$ cat config.mk
export PLATFORM = sky130hd
export DESIGN_NAME = dac_spi_regs
export DESIGN_NICKNAME = d
export VERILOG_FILES = /design/src/rtl/dacspi_pkg.sv /design/src/rtl/dacspi_frame_rx.sv /design/src/rtl/dacspi_reg_file.sv /design/src/rtl/dacspi_rb_mux.sv /design/src/rtl/dac_spi_regs.sv
export SDC_FILE = /design/constraint.sdc
export NUM_CORES = 2
export LEC_CHECK = 0
export BUFFER_PORTS_ARGS = -buffer_cell sky130_fd_sc_hd__clkbuf_2
export CORE_AREA = 2 2 393 395
export DETAILED_ROUTE_END_ITERATION = 8
export DIE_AREA = 0 0 395 397
export REMOVE_ABC_BUFFERS = 1
export SETUP_SLACK_MARGIN = 0.05
export SYNTH_ARGS = -nofsm -noshare
export SYNTH_HDL_FRONTEND = slang
export SYNTH_SLANG_ARGS = --single-unit
$ cat constraint.sdc
create_clock -name clk -period 2.9 [get_ports clk]
set_clock_uncertainty 0.15 [all_clocks]
set_input_delay 0.435 -clock clk [delete_from_list [all_inputs] [get_ports clk]]
set_output_delay 0.435 -clock clk [all_outputs]
set_load 0.01 [all_outputs]
$ cat src/rtl/dacspi_pkg.sv
package dacspi_pkg;

    localparam int FRAME_W = 24;
    localparam int WORD_W  = 16;
    localparam int GOFS_W  = 14;
    localparam int CH_BASE = 8;

    typedef enum logic [1:0] {
        MODE_SF   = 2'd0,
        MODE_GAIN = 2'd1,
        MODE_OFFS = 2'd2,
        MODE_DATA = 2'd3
    } mode_e;

    typedef struct packed {
        mode_e               mode;
        logic [5:0]          addr;
        logic [WORD_W-1:0]   data;
    } frame_t;

    typedef struct packed {
        logic [2:0] kind;
        logic [5:0] addr;
    } rb_sel_t;

    localparam logic [5:0] SF_CTRL  = 6'd1;
    localparam logic [5:0] SF_GOFS0 = 6'd2;
    localparam logic [5:0] SF_RBSEL = 6'd5;

    localparam logic [2:0] KIND_CODE_A = 3'd0;
    localparam logic [2:0] KIND_CODE_B = 3'd1;
    localparam logic [2:0] KIND_OFFS   = 3'd2;
    localparam logic [2:0] KIND_GAIN   = 3'd3;
    localparam logic [2:0] KIND_SF     = 3'd4;

    function automatic int grp_of(input int ch, input int cpg, input int ngrp);
        int g;
        g = ch / cpg;
        return (g >= ngrp) ? ngrp - 1 : g;
    endfunction

    function automatic logic chan_match(input logic [5:0] a, input int ch);
        return a == 6'(CH_BASE + ch);
    endfunction

endpackage

$ cat src/rtl/dacspi_frame_rx.sv
module dacspi_frame_rx
    import dacspi_pkg::*;
(
    input  logic              clk,
    input  logic              rst,
    input  logic              sclk_i,
    input  logic              cs_n_i,
    input  logic              mosi_i,
    input  logic [WORD_W-1:0] rb_word_i,
    output logic              frm_vld_o,
    output frame_t            frm_o,
    output logic              miso_o,
    output logic              miso_oe_o
);
    localparam int CNT_W = $clog2(FRAME_W + 2);
    localparam logic [CNT_W-1:0] CNT_FULL = CNT_W'(FRAME_W);
    localparam logic [CNT_W-1:0] CNT_OVER = CNT_W'(FRAME_W + 1);

    logic [1:0] sclk_ff, cs_ff, mosi_ff;
    logic       sclk_d, cs_d;
    logic       sclk_s, cs_s, mosi_s;
    logic       sclk_rise, sclk_fall, cs_rise, cs_fall;

    logic [FRAME_W-1:0] shift_q, frm_q, tx_q;
    logic [CNT_W-1:0]   cnt_q;

    always_ff @(posedge clk) begin
        if (rst) begin
            sclk_ff <= 2'b00;
            cs_ff   <= 2'b11;
            mosi_ff <= 2'b00;
            sclk_d  <= 1'b0;
            cs_d    <= 1'b1;
        end else begin
            sclk_ff <= {sclk_ff[0], sclk_i};
            cs_ff   <= {cs_ff[0], cs_n_i};
            mosi_ff <= {mosi_ff[0], mosi_i};
            sclk_d  <= sclk_ff[1];
            cs_d    <= cs_ff[1];
        end
    end

    assign sclk_s    = sclk_ff[1];
    assign cs_s      = cs_ff[1];
    assign mosi_s    = mosi_ff[1];
    assign sclk_rise = sclk_s & ~sclk_d;
    assign sclk_fall = ~sclk_s & sclk_d;
    assign cs_rise   = cs_s & ~cs_d;
    assign cs_fall   = ~cs_s & cs_d;

    // receive shifter and edge counter
    always_ff @(posedge clk) begin
        if (rst) begin
            shift_q   <= '0;
            frm_q     <= '0;
            cnt_q     <= '0;
            frm_vld_o <= 1'b0;
        end else begin
            frm_vld_o <= 1'b0;
            if (cs_s) begin
                cnt_q <= '0;
                if (cs_rise) begin
                    frm_vld_o <= (cnt_q == CNT_FULL);
                    frm_q     <= shift_q;
                end
            end else if (sclk_rise) begin
                shift_q <= {shift_q[FRAME_W-2:0], mosi_s};
                if (cnt_q != CNT_OVER) cnt_q <= cnt_q + 1'b1;
            end
        end
    end

    assign frm_o = frame_t'(frm_q);

    // transmit shifter: loaded at frame start, advanced on falling SCLK
    always_ff @(posedge clk) begin
        if (rst) begin
            tx_q <= '0;
        end else if (cs_fall) begin
            tx_q <= {{(FRAME_W-WORD_W){1'b0}}, rb_word_i};
        end else if (!cs_s && sclk_fall) begin
            tx_q <= {tx_q[FRAME_W-2:0], 1'b0};
        end
    end

    assign miso_o    = tx_q[FRAME_W-1];
    assign miso_oe_o = ~cs_s;


    cnt_bound_chk: assert property (@(posedge clk) disable iff (rst)
        cnt_q <= CNT_OVER);


    miso_hold_chk: assert property (@(posedge clk) disable iff (rst)
        (!sclk_fall && !cs_fall) |=> $stable(tx_q));

endmodule

$ cat src/rtl/dacspi_reg_file.sv
module dacspi_reg_file
    import dacspi_pkg::*;
#(
    parameter int N_CH       = 16,
    parameter int N_GRP      = 2,
    parameter int CODE_W     = 16
) (
    input  logic                          clk,
    input  logic                          rst,
    input  logic                          frm_vld_i,
    input  frame_t                        frm_i,
    output logic [N_CH-1:0][WORD_W-1:0]   code_o,
    output logic [N_CH-1:0][WORD_W-1:0]   offs_o,
    output logic [N_CH-1:0][WORD_W-1:0]   gain_o,
    output logic [N_GRP-1:0][GOFS_W-1:0]  grp_o,
    output logic                          pd_o,
    output rb_sel_t                       sel_o
);
    localparam int PAD = WORD_W - CODE_W;

    logic [N_CH-1:0][CODE_W-1:0]  code_q, offs_q, gain_q;
    logic [N_GRP-1:0][GOFS_W-1:0] grp_q;
    logic                         pd_q;
    rb_sel_t                      sel_q;
    logic [CODE_W-1:0]            cw_val;

    assign cw_val = frm_i.data[WORD_W-1 -: CODE_W];

    always_ff @(posedge clk) begin
        if (rst) begin
            code_q <= '0;
            offs_q <= '0;
            gain_q <= '1;
            grp_q  <= '0;
            pd_q   <= 1'b0;
            sel_q  <= '0;
        end else if (frm_vld_i) begin
            case (frm_i.mode)
                MODE_DATA: for (int i = 0; i < N_CH; i++)
                    if (chan_match(frm_i.addr, i)) code_q[i] <= cw_val;
                MODE_OFFS: for (int i = 0; i < N_CH; i++)
                    if (chan_match(frm_i.addr, i)) offs_q[i] <= cw_val;
                MODE_GAIN: for (int i = 0; i < N_CH; i++)
                    if (chan_match(frm_i.addr, i)) gain_q[i] <= cw_val;
                MODE_SF: begin
                    if (frm_i.addr == SF_CTRL) pd_q <= frm_i.data[0];
                    for (int j = 0; j < N_GRP; j++)
                        if (frm_i.addr == 6'(SF_GOFS0 + j))
                            grp_q[j] <= frm_i.data[GOFS_W-1:0];
                    if (frm_i.addr == SF_RBSEL) begin
                        sel_q.kind <= frm_i.data[15:13];
                        sel_q.addr <= frm_i.data[12:7];
                    end
                end
                default: ;
            endcase
        end
    end

    for (genvar i = 0; i < N_CH; i++) begin : g_lj
        assign code_o[i] = WORD_W'(code_q[i]) << PAD;
        assign offs_o[i] = WORD_W'(offs_q[i]) << PAD;
        assign gain_o[i] = WORD_W'(gain_q[i]) << PAD;
    end

    assign grp_o = grp_q;
    assign pd_o  = pd_q;
    assign sel_o = sel_q;


    ctrl_hold_chk: assert property (@(posedge clk) disable iff (rst)
        !frm_vld_i |=> $stable(pd_q));


    grp_hold_chk: assert property (@(posedge clk) disable iff (rst)
        (!frm_vld_i || frm_i.mode != MODE_SF) |=> $stable(grp_q));


    sel_hold_chk: assert property (@(posedge clk) disable iff (rst)
        (!frm_vld_i || frm_i.addr != SF_RBSEL) |=> $stable(sel_q));

endmodule

$ cat src/rtl/dacspi_rb_mux.sv
module dacspi_rb_mux
    import dacspi_pkg::*;
#(
    parameter int N_CH  = 16,
    parameter int N_GRP = 2
) (
    input  logic [N_CH-1:0][WORD_W-1:0]  code_i,
    input  logic [N_CH-1:0][WORD_W-1:0]  offs_i,
    input  logic [N_CH-1:0][WORD_W-1:0]  gain_i,
    input  logic [N_GRP-1:0][GOFS_W-1:0] grp_i,
    input  logic                         pd_i,
    input  rb_sel_t                      sel_i,
    output logic [WORD_W-1:0]            word_o
);
    always_comb begin
        word_o = '0;
        case (sel_i.kind)
            KIND_CODE_A, KIND_CODE_B: for (int i = 0; i < N_CH; i++)
                if (chan_match(sel_i.addr, i)) word_o = code_i[i];
            KIND_OFFS: for (int i = 0; i < N_CH; i++)
                if (chan_match(sel_i.addr, i)) word_o = offs_i[i];
            KIND_GAIN: for (int i = 0; i < N_CH; i++)
                if (chan_match(sel_i.addr, i)) word_o = gain_i[i];
            KIND_SF: begin
                if (sel_i.addr == SF_CTRL) word_o = {{(WORD_W-1){1'b0}}, pd_i};
                for (int j = 0; j < N_GRP; j++)
                    if (sel_i.addr == 6'(SF_GOFS0 + j))
                        word_o = WORD_W'(grp_i[j]);
            end
            default: word_o = '0;
        endcase
    end
endmodule

$ cat src/rtl/dac_spi_regs.sv
module dac_spi_regs
    import dacspi_pkg::*;
#(
    parameter int N_CH       = 16,
    parameter int CH_PER_GRP = 8,
    parameter int N_GRP      = 2,
    parameter int CODE_W     = 16
) (
    input  logic                   clk,
    input  logic                   rst,
    input  logic                   spi_sclk,
    input  logic                   spi_cs_n,
    input  logic                   spi_mosi,
    output logic                   spi_miso,
    output logic                   spi_miso_oe,
    output logic [N_CH*16-1:0]     chan_code_o,
    output logic [N_CH*16-1:0]     chan_offs_o,
    output logic [N_CH*16-1:0]     chan_gain_o,
    output logic [N_CH*14-1:0]     chan_gofs_o,
    output logic                   pwr_down_o
);
    logic                          frm_vld;
    frame_t                        frm;
    logic [WORD_W-1:0]             rb_word;
    logic [N_CH-1:0][WORD_W-1:0]   code_w, offs_w, gain_w;
    logic [N_GRP-1:0][GOFS_W-1:0]  grp_w;
    logic                          pd_w;
    rb_sel_t                       sel_w;

    dacspi_frame_rx u_rx (
        .clk       (clk),
        .rst       (rst),
        .sclk_i    (spi_sclk),
        .cs_n_i    (spi_cs_n),
        .mosi_i    (spi_mosi),
        .rb_word_i (rb_word),
        .frm_vld_o (frm_vld),
        .frm_o     (frm),
        .miso_o    (spi_miso),
        .miso_oe_o (spi_miso_oe)
    );

    dacspi_reg_file #(
        .N_CH   (N_CH),
        .N_GRP  (N_GRP),
        .CODE_W (CODE_W)
    ) u_regs (
        .clk       (clk),
        .rst       (rst),
        .frm_vld_i (frm_vld),
        .frm_i     (frm),
        .code_o    (code_w),
        .offs_o    (offs_w),
        .gain_o    (gain_w),
        .grp_o     (grp_w),
        .pd_o      (pd_w),
        .sel_o     (sel_w)
    );

    dacspi_rb_mux #(
        .N_CH  (N_CH),
        .N_GRP (N_GRP)
    ) u_rb (
        .code_i (code_w),
        .offs_i (offs_w),
        .gain_i (gain_w),
        .grp_i  (grp_w),
        .pd_i   (pd_w),
        .sel_i  (sel_w),
        .word_o (rb_word)
    );

    assign chan_code_o = code_w;
    assign chan_offs_o = offs_w;
    assign chan_gain_o = gain_w;
    assign pwr_down_o  = pd_w;

    for (genvar i = 0; i < N_CH; i++) begin : g_gofs
        localparam int G = grp_of(i, CH_PER_GRP, N_GRP);
        assign chan_gofs_o[i*GOFS_W +: GOFS_W] = grp_w[G];
    end

endmodule

==> flow_metrics.tcl <==
set metrics [dict create \
    post_route_cells_drive_above_1_share_pct 28.9 \
    r2r.worst_path.cells 8 \
    dr.first_iter.drc_count 6774 \
    hold_path_class "register to register" \
    power_density_nw_per_um2 493 \
    yosysTopAreaCellShare_pct 44.4 \
    area_growth_syn_to_layout_pct 29.4 \
    cp_cell_sequence "buf_12 > buf_4 > mux4_2 > a222oi_1 > nand3_1 > a31oi_1 > buf_4 > a31oi_1" \
    cell_taking_the_most_area_after_synthesis "dfxtp_1" \
    report.final.hold_viol_count 0 \
    finalHoldWorstSlack_ps 295 \
    critPathLaunchType "register" \
    dpl_cell_area_sq_um 48400 \
    remaining_antenna_violation_count_after_routing 0 \
    path_delay_family "compound AO/OA/AOI/OAI gates" \
    drc 0 \
    core.rowCount 144 \
    route.vias.total 45303 \
    synth_cell_type_count 85 \
    unrepaired_setup_endpoints_after_global_routing "yes" \
    design.final.nets 6072 \
    netlist_instances 5168 \
    numPortBuffers 999 \
    report.final.slew_viol_count 0 \
    drt_pre_antenna_iters 8 \
    netlist_area_sq_um 40200 \
    synth-seq-area-share_pct 44.4 \
    crit_path_max_delay_cell_type "a222oi_1" \
    top_ff_cell_synth "dfxtp_1" \
    total_grt_usage_pct 31.6 \
    crit-reg2reg-capture "u_rx.tx_q[3]" \
    final_cell_count_no_fill 8183 \
    antenna-diode-count 0 \
    die_area_sq_um 157000 \
    postSynthRegisterBits 892 \
    start_of_the_worst_register_to_register_path "u_regs.sel_o[0]" \
    layout.area.seq_sq_um 17900 \
    layout_setup_ws_ps -56.2 \
    violations "negative setup slack" \
    power_leakage_nw 20.4 \
    finalPower_mw 25.7 \
    cap_violations 0 \
    layout.filler_cells 16085 \
    reg2reg_slack_ps -60 \
    die-height_um 397 \
    number_of_global_route_vias_before_repair 40745 \
    totalWireLength_mm 261 \
    critical_path_arrival_ps 3420 \
    synthTopCellsByArea "dfxtp_1 (44%), nand2_1 (16%), a21oi_1 (8.5%), buf_4 (3.9%), mux4_2 (3.4%)" \
    syn_area_per_cell_sq_um 7.78 \
    hold_depth 1 \
    grt_pass1_wl_mm 350 \
    gp_congestion 1.04 \
    synth-edff-count 0 \
    timing.critical_path.to_type "register" \
    slowest_delay_ps 630 \
    layout_worst_path_cycle_share_pct 102 \
    core_box_area_sq_um 153000 \
    crit_cells 8 \
    max-slew-margin-rel_pct 38.2 \
    tritoncts_buffers 96 \
    report.final.setup_viol 3 \
    dpl_worst_slack_ps -459 \
    critical_path_peak_fanout 10 \
    ys.warnings.count 0 \
    final_design_area_no_fill_sq_um 52000 \
    max-clock-path-buffers 3 \
    worst-slew-pin-transition_ps 924 \
    clock.fmax_ghz 0.338 \
    largest_net_degree_at_the_start_of_global_routing 172 \
    tritoncts_clock_tree "done" \
    clk-insertion-delay-late_ps 740 \
    horizontal_die_dimension_um 395 \
    via_per_inst 5.54 \
    globalRouteOverflowTotal 0 \
    worst_path_clk_slew_ps 70 \
    timing_worst_setup_path_type "register to register" \
    h-tree-depth 3 \
    max-vdd-ir-drop_mv 0.412 \
    worst-endpoint-required_ps 3370 \
    fin_crit_ps 2960 \
    status "complete, but fails checks" \
    worstPathBufferInverterCount 3 \
    numClockSinks 892 \
    dp.final_hpwl_mm 198 \
    floorplan.initialDensity_pct 26.3 \
    antenna_violations_before_repair 4 \
    min_delay_worst_endpoint "u_rx.mosi_ff[1]" \
    wl_per_cell_um 31.9 \
    min-delay-start "u_rx.mosi_ff[0]" \
    multiInputGateArea_sq_um 19200 \
    place_inst 7996 \
    ios 1000 \
    root_buffer "clkbuf_16" \
    synthArstFlopShare_pct 0 \
]
[layer usage]
metal / vias to the layer above / track usage [%] / part of all wire, % / wire (um)
met5: - / 0 / 0.0050 / 13
met4: 2 / 19.0 / 7.1 / 18400
met3: 690 / 12.2 / 14 / 35600
met2: 3395 / 47.3 / 43 / 112000
met1: 22119 / 38.2 / 36 / 95100
li1: 19097 / - / - / -
[flip-flops by register name (all words and copies together), names as in the netlist]
name and flops:
u_rx.frm_vld_o 1, u_regs.grp_o 28, u_rx.frm_o 24, u_rx.cs_d 1
u_rx.cnt_q 5, u_rx.shift_q 24, u_regs.code_o 256, u_regs.pd_o 1
u_regs.sel_o 9, u_rx.mosi_ff 2, u_regs.gain_o 256, u_rx.sclk_ff 2
u_rx.sclk_d 1, u_rx.cs_ff 2, u_regs.offs_o 256, u_rx.tx_q 24
[cell usage after synthesis (all sizes together) (9+ instances only)]
cell,n
a31oi,19
dfxtp,892
o221ai,25
clkbuf,327
nor2,180
nand2,1734
mux2,19
a211o,20
o211ai,15
a22o,9
buf,308
nand3,160
mux4,60
o21ai,141
a221oi,29
nor3,28
mux2i,120
a211oi,22
a21oi,686
nor2b,47
a22oi,63
o22ai,49
nand2b,18
inv,16
nand3b,58
[logic make-up after synthesis]
logic type	synth area share, %
xor+xnor	0.0872
buf+inv	8.46
mux	6.88
simple gates	23.4
compound gates	16.6
flops	44.4
fa+ha+maj	0.0934
[cells in the final DEF, fill, tap and decap left out, types with 60 or more instances in the layout]
cell and instances:
nand2_1 1734, clkbuf_2 998, dfxtp_1 871, a21oi_1 685, buf_4 371, nor2_1 164
nand3_1 160, o21ai_0 131, mux2i_1 119, clkbuf_16 96, mux4_2 60, a22oi_1 60
[timing repair]
item | in CTS | in global routing
hold endpoints to repair | 26 | 0
setup buffers | 4 | 6
pin swaps | 3 | 10
gates resized for setup | 20 | 26
endpoints found under the setup margin | 12 | 15
hold buffers | 4 | 0
gates cloned | 0 | 0
[worst max-delay path by stage]
| stage | start | end | slack, ps |
|---|---|---|---|
| finish | u_regs.sel_o[0] | u_rx.tx_q[3] | -60 |
| floorplan | u_regs.sel_o[0] | u_rx.tx_q[12] | -5610 |
| global route | u_regs.sel_o[0] | u_rx.tx_q[1] | 20 |
| CTS | u_regs.sel_o[5] | u_rx.tx_q[0] | 10 |
| global placement | u_regs.sel_o[4] | u_rx.tx_q[3] | -480 |
| detailed placement | u_regs.sel_o[4] | u_rx.tx_q[3] | -460 |
[metrics by stage]
stage                     TNS [ps]  util [%]
after floorplan             -88140         -
after global placement       -1110      31.6
after detailed placement     -1030      31.6
after CTS                        0      33.9
after global routing             0      34.0
final                        -73.6      34.0
[worst reg2reg max path: stages (launching register included)]
cell and delay, ps:
dfxtp_4 410, buf_12 180, buf_4 210, mux4_2 520, a222oi_1 630, nand3_1 280
a31oi_1 240, buf_4 140, a31oi_1 70
[area by class of cell]
class / count / share of cell area (%)
clock buffers: 131 / 5.31
inverters: 16 / 0.125
flip-flops and latches: 892 / 34.4
well taps: 2044 / 4.92
repair buffers: 1433 / 17.3
clock inverters: 42 / 0.974
multi-input cells: 3625 / 37.0
[where the power goes]
| part | internal, mW | switching [mW] | leakage, nW |
|---|---|---|---|
| Combinational | 0.0770 | 0.277 | 11.6 |
| Sequential | 12.3 | 0.00947 | 7.21 |
| Clock | 7.35 | 5.70 | 1.61 |
(Power assumes the default switching activity.)
